[config.mk]
export PLATFORM = sky130hd
export DESIGN_NAME = pot_regbank
export DESIGN_NICKNAME = d
export VERILOG_FILES = /design/src/rtl/pot_pkg.sv /design/src/rtl/pot_ctrl.sv /design/src/rtl/pot_wiper.sv /design/src/rtl/pot_dreg_bank.sv /design/src/rtl/pot_tap_decode.sv /design/src/rtl/pot_regbank.sv
export SDC_FILE = /design/constraint.sdc
export NUM_CORES = 1
export LEC_CHECK = 0
export BUFFER_PORTS_ARGS = -buffer_cell sky130_fd_sc_hd__buf_2
export CAP_MARGIN = 5
export CORE_MARGIN = 2
export CORE_UTILIZATION = 50
export CTS_BUF_LIST = sky130_fd_sc_hd__clkbuf_4
export CTS_CLUSTER_SIZE = 14
export DETAILED_ROUTE_END_ITERATION = 8
export PLACE_DENSITY = 0.81
export SYNTH_ARGS = -nofsm -noshare
export SYNTH_HDL_FRONTEND = slang
export SYNTH_SLANG_ARGS = --single-unit
[constraint.sdc]
create_clock -name clk -period 2.8 [get_ports clk]
set_clock_uncertainty 0.2 [all_clocks]
set_input_delay 0.14 -clock clk [delete_from_list [all_inputs] [get_ports clk]]
set_output_delay 0.14 -clock clk [all_outputs]
set_load 0.1 [all_outputs]
[src/rtl/pot_pkg.sv]
package pot_pkg;

    typedef enum logic [2:0] {
        OP_NOP          = 3'd0,
        OP_RD_WIPER     = 3'd1,
        OP_WR_WIPER     = 3'd2,
        OP_RD_REG       = 3'd3,
        OP_WR_REG       = 3'd4,
        OP_REG_TO_WIPER = 3'd5,
        OP_WIPER_TO_REG = 3'd6,
        OP_RSVD         = 3'd7
    } op_e;

    typedef enum logic [1:0] {
        ST_PWRUP = 2'd0,
        ST_IDLE  = 2'd1,
        ST_NVWR  = 2'd2
    } state_e;

endpackage

[src/rtl/pot_ctrl.sv]
module pot_ctrl
    import pot_pkg::*;
#(
    parameter int NV_CYCLES = 1000000
) (
    input  logic       clk,
    input  logic       srst,
    input  logic       cmd_valid,
    input  logic [2:0] cmd_op,
    input  logic       step_valid,
    input  logic       step_up,
    output logic       wp_load,
    output logic       wp_from_reg,
    output logic       wp_step,
    output logic       wp_up,
    output logic       dr_we,
    output logic       dr_from_wiper,
    output logic       rd_en,
    output logic       rd_from_wiper,
    output logic       pwrup_load,
    output logic       busy
);

    localparam int CW = (NV_CYCLES > 1) ? $clog2(NV_CYCLES + 1) : 1;

    state_e        state_q, state_d;
    logic [CW-1:0] cnt_q;
    logic          start_nv;
    op_e           op;

    // State register and write-window timer
    always_ff @(posedge clk) begin
        if (srst) begin
            state_q <= ST_PWRUP;
            cnt_q   <= '0;
        end else begin
            state_q <= state_d;
            if (start_nv)
                cnt_q <= CW'(NV_CYCLES - 1);
            else if (state_q == ST_NVWR && cnt_q != '0)
                cnt_q <= cnt_q - 1'b1;
        end
    end

    // Next state and command decode
    always_comb begin
        op            = op_e'(cmd_op);
        state_d       = state_q;
        start_nv      = 1'b0;
        wp_load       = 1'b0;
        wp_from_reg   = 1'b0;
        wp_step       = 1'b0;
        wp_up         = 1'b0;
        dr_we         = 1'b0;
        dr_from_wiper = 1'b0;
        rd_en         = 1'b0;
        rd_from_wiper = 1'b0;
        pwrup_load    = 1'b0;
        unique case (state_q)
            ST_PWRUP: begin
                pwrup_load = 1'b1;
                state_d    = ST_IDLE;
            end
            ST_IDLE, ST_NVWR: begin
                if (state_q == ST_NVWR && cnt_q == '0)
                    state_d = ST_IDLE;
                if (cmd_valid) begin
                    case (op)
                        OP_RD_WIPER: begin
                            rd_en         = 1'b1;
                            rd_from_wiper = 1'b1;
                        end
                        OP_WR_WIPER: wp_load = 1'b1;
                        OP_RD_REG:   rd_en   = 1'b1;
                        OP_WR_REG: begin
                            if (state_q == ST_IDLE) begin
                                dr_we    = 1'b1;
                                start_nv = 1'b1;
                                state_d  = ST_NVWR;
                            end
                        end
                        OP_REG_TO_WIPER: begin
                            wp_load     = 1'b1;
                            wp_from_reg = 1'b1;
                        end
                        OP_WIPER_TO_REG: begin
                            if (state_q == ST_IDLE) begin
                                dr_we         = 1'b1;
                                dr_from_wiper = 1'b1;
                                start_nv      = 1'b1;
                                state_d       = ST_NVWR;
                            end
                        end
                        default: ;
                    endcase
                end else if (step_valid) begin
                    wp_step = 1'b1;
                    wp_up   = step_up;
                end
            end
            default: state_d = ST_PWRUP;
        endcase
    end

    assign busy = (state_q != ST_IDLE);

    AST_NV_HOLD: assert property (@(posedge clk) disable iff (srst)
        (state_q == ST_NVWR && cnt_q != '0) |=> busy);
    AST_NV_START: assert property (@(posedge clk) disable iff (srst)
        dr_we |=> (state_q == ST_NVWR));

endmodule

[src/rtl/pot_wiper.sv]
module pot_wiper #(
    parameter int W = 6
) (
    input  logic         clk,
    input  logic         srst,
    input  logic         load,
    input  logic [W-1:0] load_val,
    input  logic         step,
    input  logic         up,
    output logic [W-1:0] q
);

    localparam logic [W-1:0] MAXV = {W{1'b1}};

    always_ff @(posedge clk) begin
        if (srst)
            q <= '0;
        else if (load)
            q <= load_val;
        else if (step) begin
            if (up && q != MAXV)
                q <= q + 1'b1;
            else if (!up && q != '0)
                q <= q - 1'b1;
        end
    end

    AST_STEP_TOP: assert property (@(posedge clk) disable iff (srst)
        (step && !load && up && q == MAXV) |=> (q == MAXV));
    AST_STEP_BOTTOM: assert property (@(posedge clk) disable iff (srst)
        (step && !load && !up && q == '0) |=> (q == '0));

endmodule

[src/rtl/pot_dreg_bank.sv]
module pot_dreg_bank #(
    parameter int W       = 6,
    parameter int NREG    = 4,
    parameter int DR_INIT = 32,
    localparam int IW     = (NREG > 1) ? $clog2(NREG) : 1
) (
    input  logic          clk,
    input  logic          clr,
    input  logic          busy_i,
    input  logic          we,
    input  logic [IW-1:0] widx,
    input  logic [W-1:0]  wdata,
    input  logic [IW-1:0] ridx,
    output logic [W-1:0]  rdata,
    output logic [W-1:0]  d0
);

    logic [NREG-1:0][W-1:0] regs;

    always_ff @(posedge clk) begin
        for (int i = 0; i < NREG; i++) begin
            if (clr)
                regs[i] <= W'(DR_INIT);
            else if (we && widx == IW'(i))
                regs[i] <= wdata;
        end
    end

    assign rdata = regs[ridx];
    assign d0    = regs[0];

    AST_NO_WRITE_BUSY: assert property (@(posedge clk) disable iff (clr)
        we |-> !busy_i);

endmodule

[src/rtl/pot_tap_decode.sv]
module pot_tap_decode #(
    parameter int W    = 6,
    localparam int TAPS = 1 << W
) (
    input  logic [W-1:0]    sel,
    output logic [TAPS-1:0] tap
);

    for (genvar i = 0; i < TAPS; i++) begin : g_tap
        assign tap[i] = (sel == W'(i));
    end

endmodule

[src/rtl/pot_regbank.sv]
module pot_regbank #(
    parameter int W         = 6,
    parameter int NREG      = 4,
    parameter int DR_INIT   = 32,
    parameter int NV_CYCLES = 1000000,
    localparam int IW       = (NREG > 1) ? $clog2(NREG) : 1,
    localparam int TAPS     = 1 << W
) (
    input  logic            clk,
    input  logic            rst_n,
    input  logic            wiper_rst_n,
    input  logic            cmd_valid,
    input  logic [2:0]      cmd_op,
    input  logic [IW-1:0]   cmd_idx,
    input  logic [W-1:0]    cmd_data,
    input  logic            step_valid,
    input  logic            step_up,
    output logic            rd_valid,
    output logic [W-1:0]    rd_data,
    output logic            busy,
    output logic [TAPS-1:0] tap_sel
);

    logic srst, clr;
    logic wp_load, wp_from_reg, wp_step, wp_up;
    logic dr_we, dr_from_wiper, rd_en, rd_from_wiper, pwrup_load;
    logic [W-1:0] wiper_q, dr_rdata, dr_d0, wp_val, dr_wdata;

    assign srst = !rst_n || !wiper_rst_n;
    assign clr  = !rst_n;

    pot_ctrl #(.NV_CYCLES(NV_CYCLES)) u_ctrl (
        .clk(clk), .srst(srst),
        .cmd_valid(cmd_valid), .cmd_op(cmd_op),
        .step_valid(step_valid), .step_up(step_up),
        .wp_load(wp_load), .wp_from_reg(wp_from_reg),
        .wp_step(wp_step), .wp_up(wp_up),
        .dr_we(dr_we), .dr_from_wiper(dr_from_wiper),
        .rd_en(rd_en), .rd_from_wiper(rd_from_wiper),
        .pwrup_load(pwrup_load), .busy(busy)
    );

    assign wp_val   = pwrup_load ? dr_d0 : (wp_from_reg ? dr_rdata : cmd_data);
    assign dr_wdata = dr_from_wiper ? wiper_q : cmd_data;

    pot_wiper #(.W(W)) u_wiper (
        .clk(clk), .srst(srst),
        .load(wp_load || pwrup_load), .load_val(wp_val),
        .step(wp_step), .up(wp_up), .q(wiper_q)
    );

    pot_dreg_bank #(.W(W), .NREG(NREG), .DR_INIT(DR_INIT)) u_bank (
        .clk(clk), .clr(clr), .busy_i(busy),
        .we(dr_we), .widx(cmd_idx), .wdata(dr_wdata),
        .ridx(cmd_idx), .rdata(dr_rdata), .d0(dr_d0)
    );

    pot_tap_decode #(.W(W)) u_dec (
        .sel(wiper_q), .tap(tap_sel)
    );

    always_ff @(posedge clk) begin
        if (srst) begin
            rd_valid <= 1'b0;
            rd_data  <= '0;
        end else begin
            rd_valid <= rd_en;
            if (rd_en)
                rd_data <= rd_from_wiper ? wiper_q : dr_rdata;
        end
    end

    AST_TAP_ONEHOT: assert property (@(posedge clk) disable iff (srst)
        $countones(tap_sel) == 1);
    AST_PWRUP_LOAD: assert property (@(posedge clk) disable iff (srst)
        pwrup_load |=> (wiper_q == $past(dr_d0)));

endmodule

=== Word level (Yosys, flattened, before mapping) ===
Index checks and enable logic that the tools add are counted.

* Add/sub/neg operators: 3
* Magnitude comparators: 1
* Eq/ne operators: 76
* Mux-type cells: 43
* Reductions and logical operators: 28

{| class="wikitable"
|+ Operator list
! cell !! count
|-
| == test 6 bit (second input constant) || 32
|-
| == test 6 x 5 -> 1 bit (second input constant) || 16
|-
| two-way mux 6 bit || 9
|-
| == test 6 x 4 -> 1 bit (second input constant) || 8
|-
| two-way mux 20 bit || 2
|-
| two-way mux 1 bit || 26
|-
| == test 6 x 3 -> 1 bit (second input constant) || 4
|-
| zero test 20 bit || 1
|-
| nonzero test 20 bit || 1
|-
| subtractor 20 x 1 -> 20 bit (second input constant) || 1
|-
| binary-select mux 6 bit (select 2 bit) || 1
|-
| == test 6 x 2 -> 1 bit (second input constant) || 2
|-
| OR reduction 2 bit || 5
|-
| == test 3 bit (second input constant) || 3
|-
| logical AND 1 bit || 8
|-
| two-way mux 2 bit || 4
|-
| adder 6 x 1 -> 6 bit (second input constant) || 1
|-
| == test 2 bit (second input constant) || 3
|-
| == test 3 x 2 -> 1 bit (second input constant) || 2
|-
| == test 6 x 1 -> 1 bit (second input constant) || 1
|-
| zero test 6 bit || 1
|-
| != test 6 bit (second input constant) || 1
|-
| nonzero test 6 bit || 1
|-
| subtractor 6 x 1 -> 6 bit (second input constant) || 1
|-
| 11 further kinds || 17
|}

* Register bits: 59
* Input bits: 17
* Output and inout bits: 72
* Word-level logic and storage cells: 161

=== Longest topological paths before layout ===
Gate-level depths: netlist (run 1).

* Depth after elaboration: 9
* Gate-level depth with buffers: 8
* Mapped depth without buffers: 7

=== By module ===
From an unflattened synthesis (run 1), not the netlist that was laid out.

* Cell total of the unflattened synthesis: 476
* Area, all modules: 4,013.8 sq um

{| class="wikitable"
|+ By module, submodules not included
! module !! instances !! cells an instance !! area an instance (sq um) !! seq. area each (sq um)
|-
| pot_ctrl || 1 || 169 || 1,426.4 || 440.4
|-
| pot_dreg_bank || 1 || 100 || 1,132.3 || 480.5
|-
| pot_regbank || 1 || 58 || 503.0 || 140.1
|-
| pot_wiper || 1 || 54 || 490.5 || 120.1
|-
| pot_tap_decode || 1 || 95 || 461.7 || 0.0
|}

=== Worst setup path after synthesis (run 1) ===
OpenSTA, ideal clock, no wires.

* Path kind: reg2out
* Start: reg u_wiper.q[0]
* End: out tap_sel[16]
* Arrival time: 2.472 ns
* Data required time: 2.460 ns
* Setup slack: -0.012 ns
* Stages on the path, launching flop included: 5
* Buffers on the path: 0
* Cells stage by stage: dfxtp_1 inv_1 ha_1 or3b_2 nor2_1

* Word-level cells in the longest chain between the ends: 1

{| class="wikitable"
|+ RTL lines
! what !! RTL line !! source
|-
| from (decl) || pot_wiper.sv:10 || <nowiki>output logic [W-1:0] q</nowiki>
|-
| from (signal assigned) || pot_wiper.sv:19 || <nowiki>q <= load_val;</nowiki>
|-
| from (signal assigned) || pot_wiper.sv:22 || <nowiki>q <= q + 1'b1;</nowiki>
|-
| from (signal assigned) || pot_wiper.sv:24 || <nowiki>q <= q - 1'b1;</nowiki>
|-
| == test 6 x 5 -> 1 bit || pot_tap_decode.sv:10 || <nowiki>assign tap[i] = (sel == W'(i));</nowiki>
|-
| to (decl) || pot_regbank.sv:21 || <nowiki>output logic [TAPS-1:0] tap_sel</nowiki>
|}

Every way passes these cells.

=== Worst setup path after layout (run 1) ===
Same ends and word-level chain as after synthesis.

==> results.py, run 1 <==
metrics = {
    "finish": {
        "final_cell_mix": "109 x nor2_1, 84 x buf_2, 59 x dfxtp_1",
        "area_delta_synth_final_pct": 22.0,
        "diodes": 0,
        "fin_cells": 642,
        "nets": 569,
        "layout_commonest_cell": "nor2_1",
        "drive_above_1_share_pct": 24.4,
        "final_area_mm2": 0.00436,
    },
    "setup_path": {
        "endpoint_kind": "output port",
        "cp-start-kind": "flip-flop",
        "rr_worst_depth": 7,
        "slowest_delay_ns": 0.54,
        "cp_slowest_cell": "or3b_2",
        "r2r-start": "u_ctrl.state_q[0]",
        "crit_fanout": 7,
        "critPathArrivalTime_ns": 2.33,
        "crit_chain": "inv_1 -> ha_1 -> or3b_2 -> nor2_1 -> clkbuf_4",
        "ff2ff_setup_slack_ns": 0.24,
        "rr_endpoint": "u_bank.regs[17]",
        "required_ns": 2.46,
        "timing.setup.critical_path_class": "reg2out",
    },
    "power": {
        "power_density_mw_per_mm2": 368,
        "vdd_ir_drop_max_mv": 0.207,
        "total_leakage_power_nw": 1.83,
        "total_power_mw": 1.60,
    },
    "place": {
        "placed_area_mm2": 0.00411,
        "dp.cells": 614,
        "place_hpwl_mm": 6.81,
        "place.gp.congestion": 0.848,
        "io_buffers": 88,
    },
    "yosys": {
        "synthFlopType": "dfxtp_1",
        "ys_seq_area_share_pct": 33.1,
        "mappedNetlistNets": 474,
        "syn_avg_cell_area_um2": 8.01,
        "netlist.area_leader.share_pct": 33.1,
        "syn_area_mm2": 0.00357,
        "syn_inst": 446,
        "ys_async_sr_fraction_pct": 0,
        "yosys_warnings": 0,
        "synth_cell_types": 54,
        "synth_top_area_cell": "dfxtp_1",
        "ys_top_cells_by_area": "dfxtp_1 33%, nor2_1 11%, a211oi_1 5.9%",
        "ys_seq_elements": 59,
        "synth-edff-count": 0,
    },
    "hold_path": {
        "min_to": "u_bank.regs[23]",
        "hp-class": "in2reg",
        "hold_depth": 3,
        "hold_start": "cmd_idx[0]",
    },
    "global_route": {
        "grt_start_max_net_pins": 21,
        "grt_pass1_wl_mm": 14.2,
        "grt_usage_pct": 23.2,
        "grt_pass1_vias": 3018,
        "overflow": 0,
        "antenna_found_initial": 0,
    },
    "run": {
        "timing.max_cap.violations": 0,
    },
    "sta": {
        "setup_viol_count_final": 0,
        "max_freq_mhz": 375,
        "worst_pin_slew_ns": 0.641,
        "finalHoldViolCount": 0,
        "timing.final.crit_share_pct": 95.3,
        "slew_headroom_pct": 56.7,
        "tns_ns": 0,
        "min_period_ns": 2.67,
        "rsz0062_at_grt": "false",
        "drv_slew": 0,
    },
    "routing": {
        "first_pass_iters": 4,
        "dr_total_vias": 3504,
        "wl_per_cell_um": 14.3,
        "ant_nets": 0,
        "drt_iter0_markers": 109,
        "drt-vias-per-instance": 5.46,
        "drc_errors": 0,
        "drt_wl_total_mm": 9.17,
    },
    "clocking": {
        "cts_tree": "yes",
        "htreeDepth": 3,
        "clock-sinks": 59,
        "root_buffer": "clkbuf_4",
        "clockBufferDepth": 2,
        "cts_made_buffers": 9,
        "path_clk_slew_ns": 0.11,
        "clk_latency_ns": 0.43,
    },
    "die": {
        "ios": 89,
        "initial_core_util_pct": 52.0,
        "fp.dieH_um": 88.5,
        "fp.dieW_um": 88.5,
        "rows": 30,
        "core_mm2": 0.00687,
        "dieArea_mm2": 0.00784,
    },
    "outcome": {
        "status": "finished clean",
    },
}
[cells in the mapped netlist, types with 4 or more instances]
cell type,n
or3_1,6
xor2_1,18
a21oi_1,17
nand2b_1,4
o211ai_1,12
nand3_1,14
nor3b_1,4
nor4_1,4
clkbuf_1,19
dfxtp_1,59
nor2b_1,5
nor3_1,5
mux2i_1,16
nand3b_1,4
inv_1,16
nor2_1,109
o21ai_0,4
a211oi_1,28
mux4_2,6
nand2_1,24
ha_1,11
buf_2,6
[final cells by class]
| type | instances | area (um2) |
|---|---|---|
| timing repair buffer | 111 | 653 |
| multi-input combinational | 344 | 2220 |
| inverter | 16 | 60.1 |
| tap | 96 | 120 |
| fill | 593 | 2510 |
| clock buffer | 9 | 67.6 |
| sequential | 59 | 1180 |
| clock inverter | 7 | 52.6 |
[per-stage QoR]
stage	util, %	setup WS, ns	hold slack, ns
after floorplan	-	-0.0124	0.172
after global placement	59.8	0.454	0.196
after detailed placement	59.8	0.275	0.199
after CTS	63.3	0.0615	0.00624
after global routing	63.4	0.0181	0.0425
final	63.4	0.132	0.0145
[state kept, by name (all words and copies together) (netlist names)]
name	count
rd_data	6
rd_valid	1
u_bank.d0	6
u_bank.regs	18
u_ctrl.cnt_q	20
u_ctrl.state_q	2
u_wiper.q	6
[per-layer routing]
metal  global-route usage (%)  share of wire, %  vias to the layer above
li1                         -                 -                     1774
met1                     29.0                45                     1608
met2                     39.3                48                      109
met3                     5.88               5.5                       13
met4                     7.44               1.5                        0
met5                        0                 0                        -
[where the power goes]
| group | total (mW) | switching [mW] | internal (mW) |
|---|---|---|---|
| Clock | 0.541 | 0.356 | 0.185 |
| Combinational | 0.209 | 0.145 | 0.0645 |
| Sequential | 0.853 | 0.00889 | 0.844 |
[how the worst max path moves through the flow]
stage,startpoint,endpoint,slack [ns],depth (start not counted)
floorplan,u_wiper.q[0],tap_sel[16],-0.01,4
global placement,u_ctrl.state_q[0],u_bank.regs[20],0.45,7
detailed placement,u_ctrl.state_q[0],u_bank.regs[17],0.28,7
CTS,u_wiper.q[0],tap_sel[16],0.06,5
global route,u_wiper.q[0],tap_sel[16],0.02,5
finish,u_wiper.q[0],tap_sel[16],0.13,5
[what timing repair did]
item                                    4_1_cts  5_1_grt
gates resized for setup                       0        4
buffers inserted                              0        0
endpoints found under the setup margin        0        4
endpoints found under the hold margin        31        0
hold buffers                                 12        0
[worst max-delay path: cells and delay by family, from the launching register on]
kind	cells	cell delay, ns
buf+inv	2	0.54
simple gates	2	0.69
flops	1	0.41
fa+ha+maj	1	0.27
[logic make-up (layout without fill, tap and decap cells)]
kind of cell	count (synthesis)	after routing	synth area share, %
flip-flops	59	59	33.1
XOR/XNOR	21	21	5.15
buffers and inverters	43	143	4.73
multiplexers	25	25	9.21
AO/OA/AOI/OAI	85	85	16.7
AND/OR/NAND/NOR	202	202	27.3
adder cells (fa/ha/maj)	11	11	3.85
No activity file was read; power rests on OpenSTA's default activity.
==> run 2, diff against run 1 <==
--- a/config.mk
+++ b/config.mk
@@ -6,13 +6,12 @@
 export NUM_CORES = 1
 export LEC_CHECK = 0
 export BUFFER_PORTS_ARGS = -buffer_cell sky130_fd_sc_hd__buf_2
-export CAP_MARGIN = 5
 export CORE_MARGIN = 2
 export CORE_UTILIZATION = 50
 export CTS_BUF_LIST = sky130_fd_sc_hd__clkbuf_4
 export CTS_CLUSTER_SIZE = 14
 export DETAILED_ROUTE_END_ITERATION = 8
-export PLACE_DENSITY = 0.81
+export PLACE_DENSITY = 0.73
 export SYNTH_ARGS = -nofsm -noshare
 export SYNTH_HDL_FRONTEND = slang
 export SYNTH_SLANG_ARGS = --single-unit
==> run 2 against run 1 <==
- first-iteration DRC count up 85%
- largest power group unchanged
- global-route usage increased by 0.85 points
- sequential power hardly changed
- critical path depth unchanged
- critical path type unchanged
==> results.py, run 2 (synthesized netlist as in run 1, its figures left out) <==
metrics = {
    "setup_path": {
        "critPathBufInv": 2,
        "critPathArrivalTime_ns": 2.29,
        "cp-start-kind": "flip-flop",
        "endpoint_kind": "output port",
        "required_ns": 2.46,
        "cp_slowest_cell": "or3b_2",
        "crit_start": "u_wiper.q[0]",
        "r2r-start": "u_ctrl.state_q[0]",
        "crit_chain": "inv_1 -> ha_1 -> or3b_2 -> nor2_1 -> clkbuf_4",
        "slowest_delay_ns": 0.53,
        "path_delay_family": "simple AND/OR/NAND/NOR gates",
        "crit_fanout": 7,
        "timing.setup.critical_path_class": "reg2out",
    },
    "die": {
        "rows": 30,
        "fp.dieW_um": 88.5,
        "fp.dieH_um": 88.5,
        "dieArea_mm2": 0.00784,
        "initial_core_util_pct": 52.0,
        "core_mm2": 0.00687,
        "ios": 89,
    },
    "global_route": {
        "overflow": 0,
        "grt_pass1_vias": 3086,
        "grt_start_max_net_pins": 25,
        "grt_pass1_wl_mm": 14.6,
        "grt_usage_pct": 24.1,
        "antenna_found_initial": 0,
    },
    "sta": {
        "setup_viol_count_final": 0,
        "rsz0062_at_grt": "false",
        "finalHoldViolCount": 0,
        "timing.final.crit_share_pct": 94.0,
        "max_freq_mhz": 380,
        "slew_headroom_pct": 43.0,
        "worst_pin_slew_ns": 0.853,
        "drv_slew": 0,
        "fin_ws_ns": 0.169,
        "min_period_ns": 2.63,
        "tns_ns": 0,
    },
    "power": {
        "total_leakage_power_nw": 1.83,
        "power_density_mw_per_mm2": 359,
        "vdd_ir_drop_max_mv": 0.301,
        "total_power_mw": 1.55,
    },
    "clocking": {
        "clockBufferDepth": 2,
        "cts_made_buffers": 9,
        "cts_tree": "yes",
        "clock-sinks": 59,
        "htreeDepth": 3,
        "path_clk_slew_ns": 0.11,
        "root_buffer": "clkbuf_4",
        "clk_latency_ns": 0.42,
        "post_cts_buffers": 0,
    },
    "finish": {
        "fillers": 648,
        "top_register": "u_ctrl.cnt_q",
        "top_regs": "u_ctrl.cnt_q: 20 flops, u_bank.regs: 18 flops",
        "nets": 568,
        "layout_commonest_cell": "nor2_1",
        "area_delta_synth_final_pct": 21.1,
        "final_cell_mix": "109 x nor2_1, 84 x buf_2, 59 x dfxtp_1",
        "drive_above_1_share_pct": 23.9,
        "fin_cells": 641,
        "largest_reg_flops": 20,
        "diodes": 0,
    },
    "routing": {
        "wl_per_cell_um": 14.4,
        "first_pass_iters": 4,
        "ant_nets": 0,
        "dr_total_vias": 3482,
        "drc_errors": 0,
        "drt_wl_total_mm": 9.26,
        "drt-vias-per-instance": 5.43,
        "drt_iter0_markers": 202,
    },
    "hold_path": {
        "hp-class": "in2reg",
        "hold_start": "cmd_op[2]",
    },
    "place": {
        "place_hpwl_mm": 6.87,
        "io_buffers": 88,
        "dp_slack_ns": 0.328,
        "place.gp.congestion": 0.881,
        "dp.cells": 615,
    },
    "run": {
        "timing.max_cap.violations": 0,
    },
    "outcome": {
        "status": "finished clean",
    },
}
run 2: stage by stage:
stage / hold slack, ns / util [%] / area, um2
after floorplan: 0.172 / - / 3570
after global placement: 0.203 / 59.9 / 4110
after detailed placement: 0.204 / 59.9 / 4110
after CTS: 0.00561 / 62.8 / 4320
after global routing: 0.0268 / 63.0 / 4330
final: 0.0291 / 63.0 / 4330
run 2: worst paths after layout:
kind	to	slack (ns)	cells after the start
worst min register to register	u_bank.regs[17]	0.30	2
worst min-delay path	rd_valid	0.03	4
worst max register to register	u_bank.regs[19]	0.27	7
worst max-delay path	tap_sel[32]	0.17	5
run 2: what timing repair did:
action,in CTS,in global routing
endpoints found under the hold margin,25,0
resized for setup,0,4
endpoints found under the setup margin,0,4
hold buffers,10,0
run 2: layout make-up:
| type | count | area (um2) | area share [%] |
|---|---|---|---|
| repair buffers | 110 | 641 | 14.8 |
| inverters | 16 | 60.1 | 1.39 |
| well taps | 96 | 120 | 2.78 |
| multi-input cells | 344 | 2220 | 51.4 |
| clock buffers | 11 | 82.6 | 1.91 |
| flip-flops and latches | 59 | 1180 | 27.3 |
| clock inverters | 5 | 20.0 | 0.463 |
run 2: power by group:
group	total [mW]	switching [mW]	internal [mW]
Sequential	0.853	0.00952	0.844
Clock	0.493	0.303	0.190
Combinational	0.208	0.145	0.0631
run 2: worst min-delay path, stage by stage:
cell and delay [ns]:
buf_2 0.12, nor3b_1 0.07, buf_4 0.15, nor2b_1 0.13
run 2: per-layer routing:
| metal | global-route usage [%] | share of wire [%] |
|---|---|---|
| met1 | 30.7 | 48 |
| met2 | 39.9 | 46 |
| met3 | 4.66 | 4.8 |
| met4 | 10.1 | 1.6 |
| met5 | 0 | 0 |
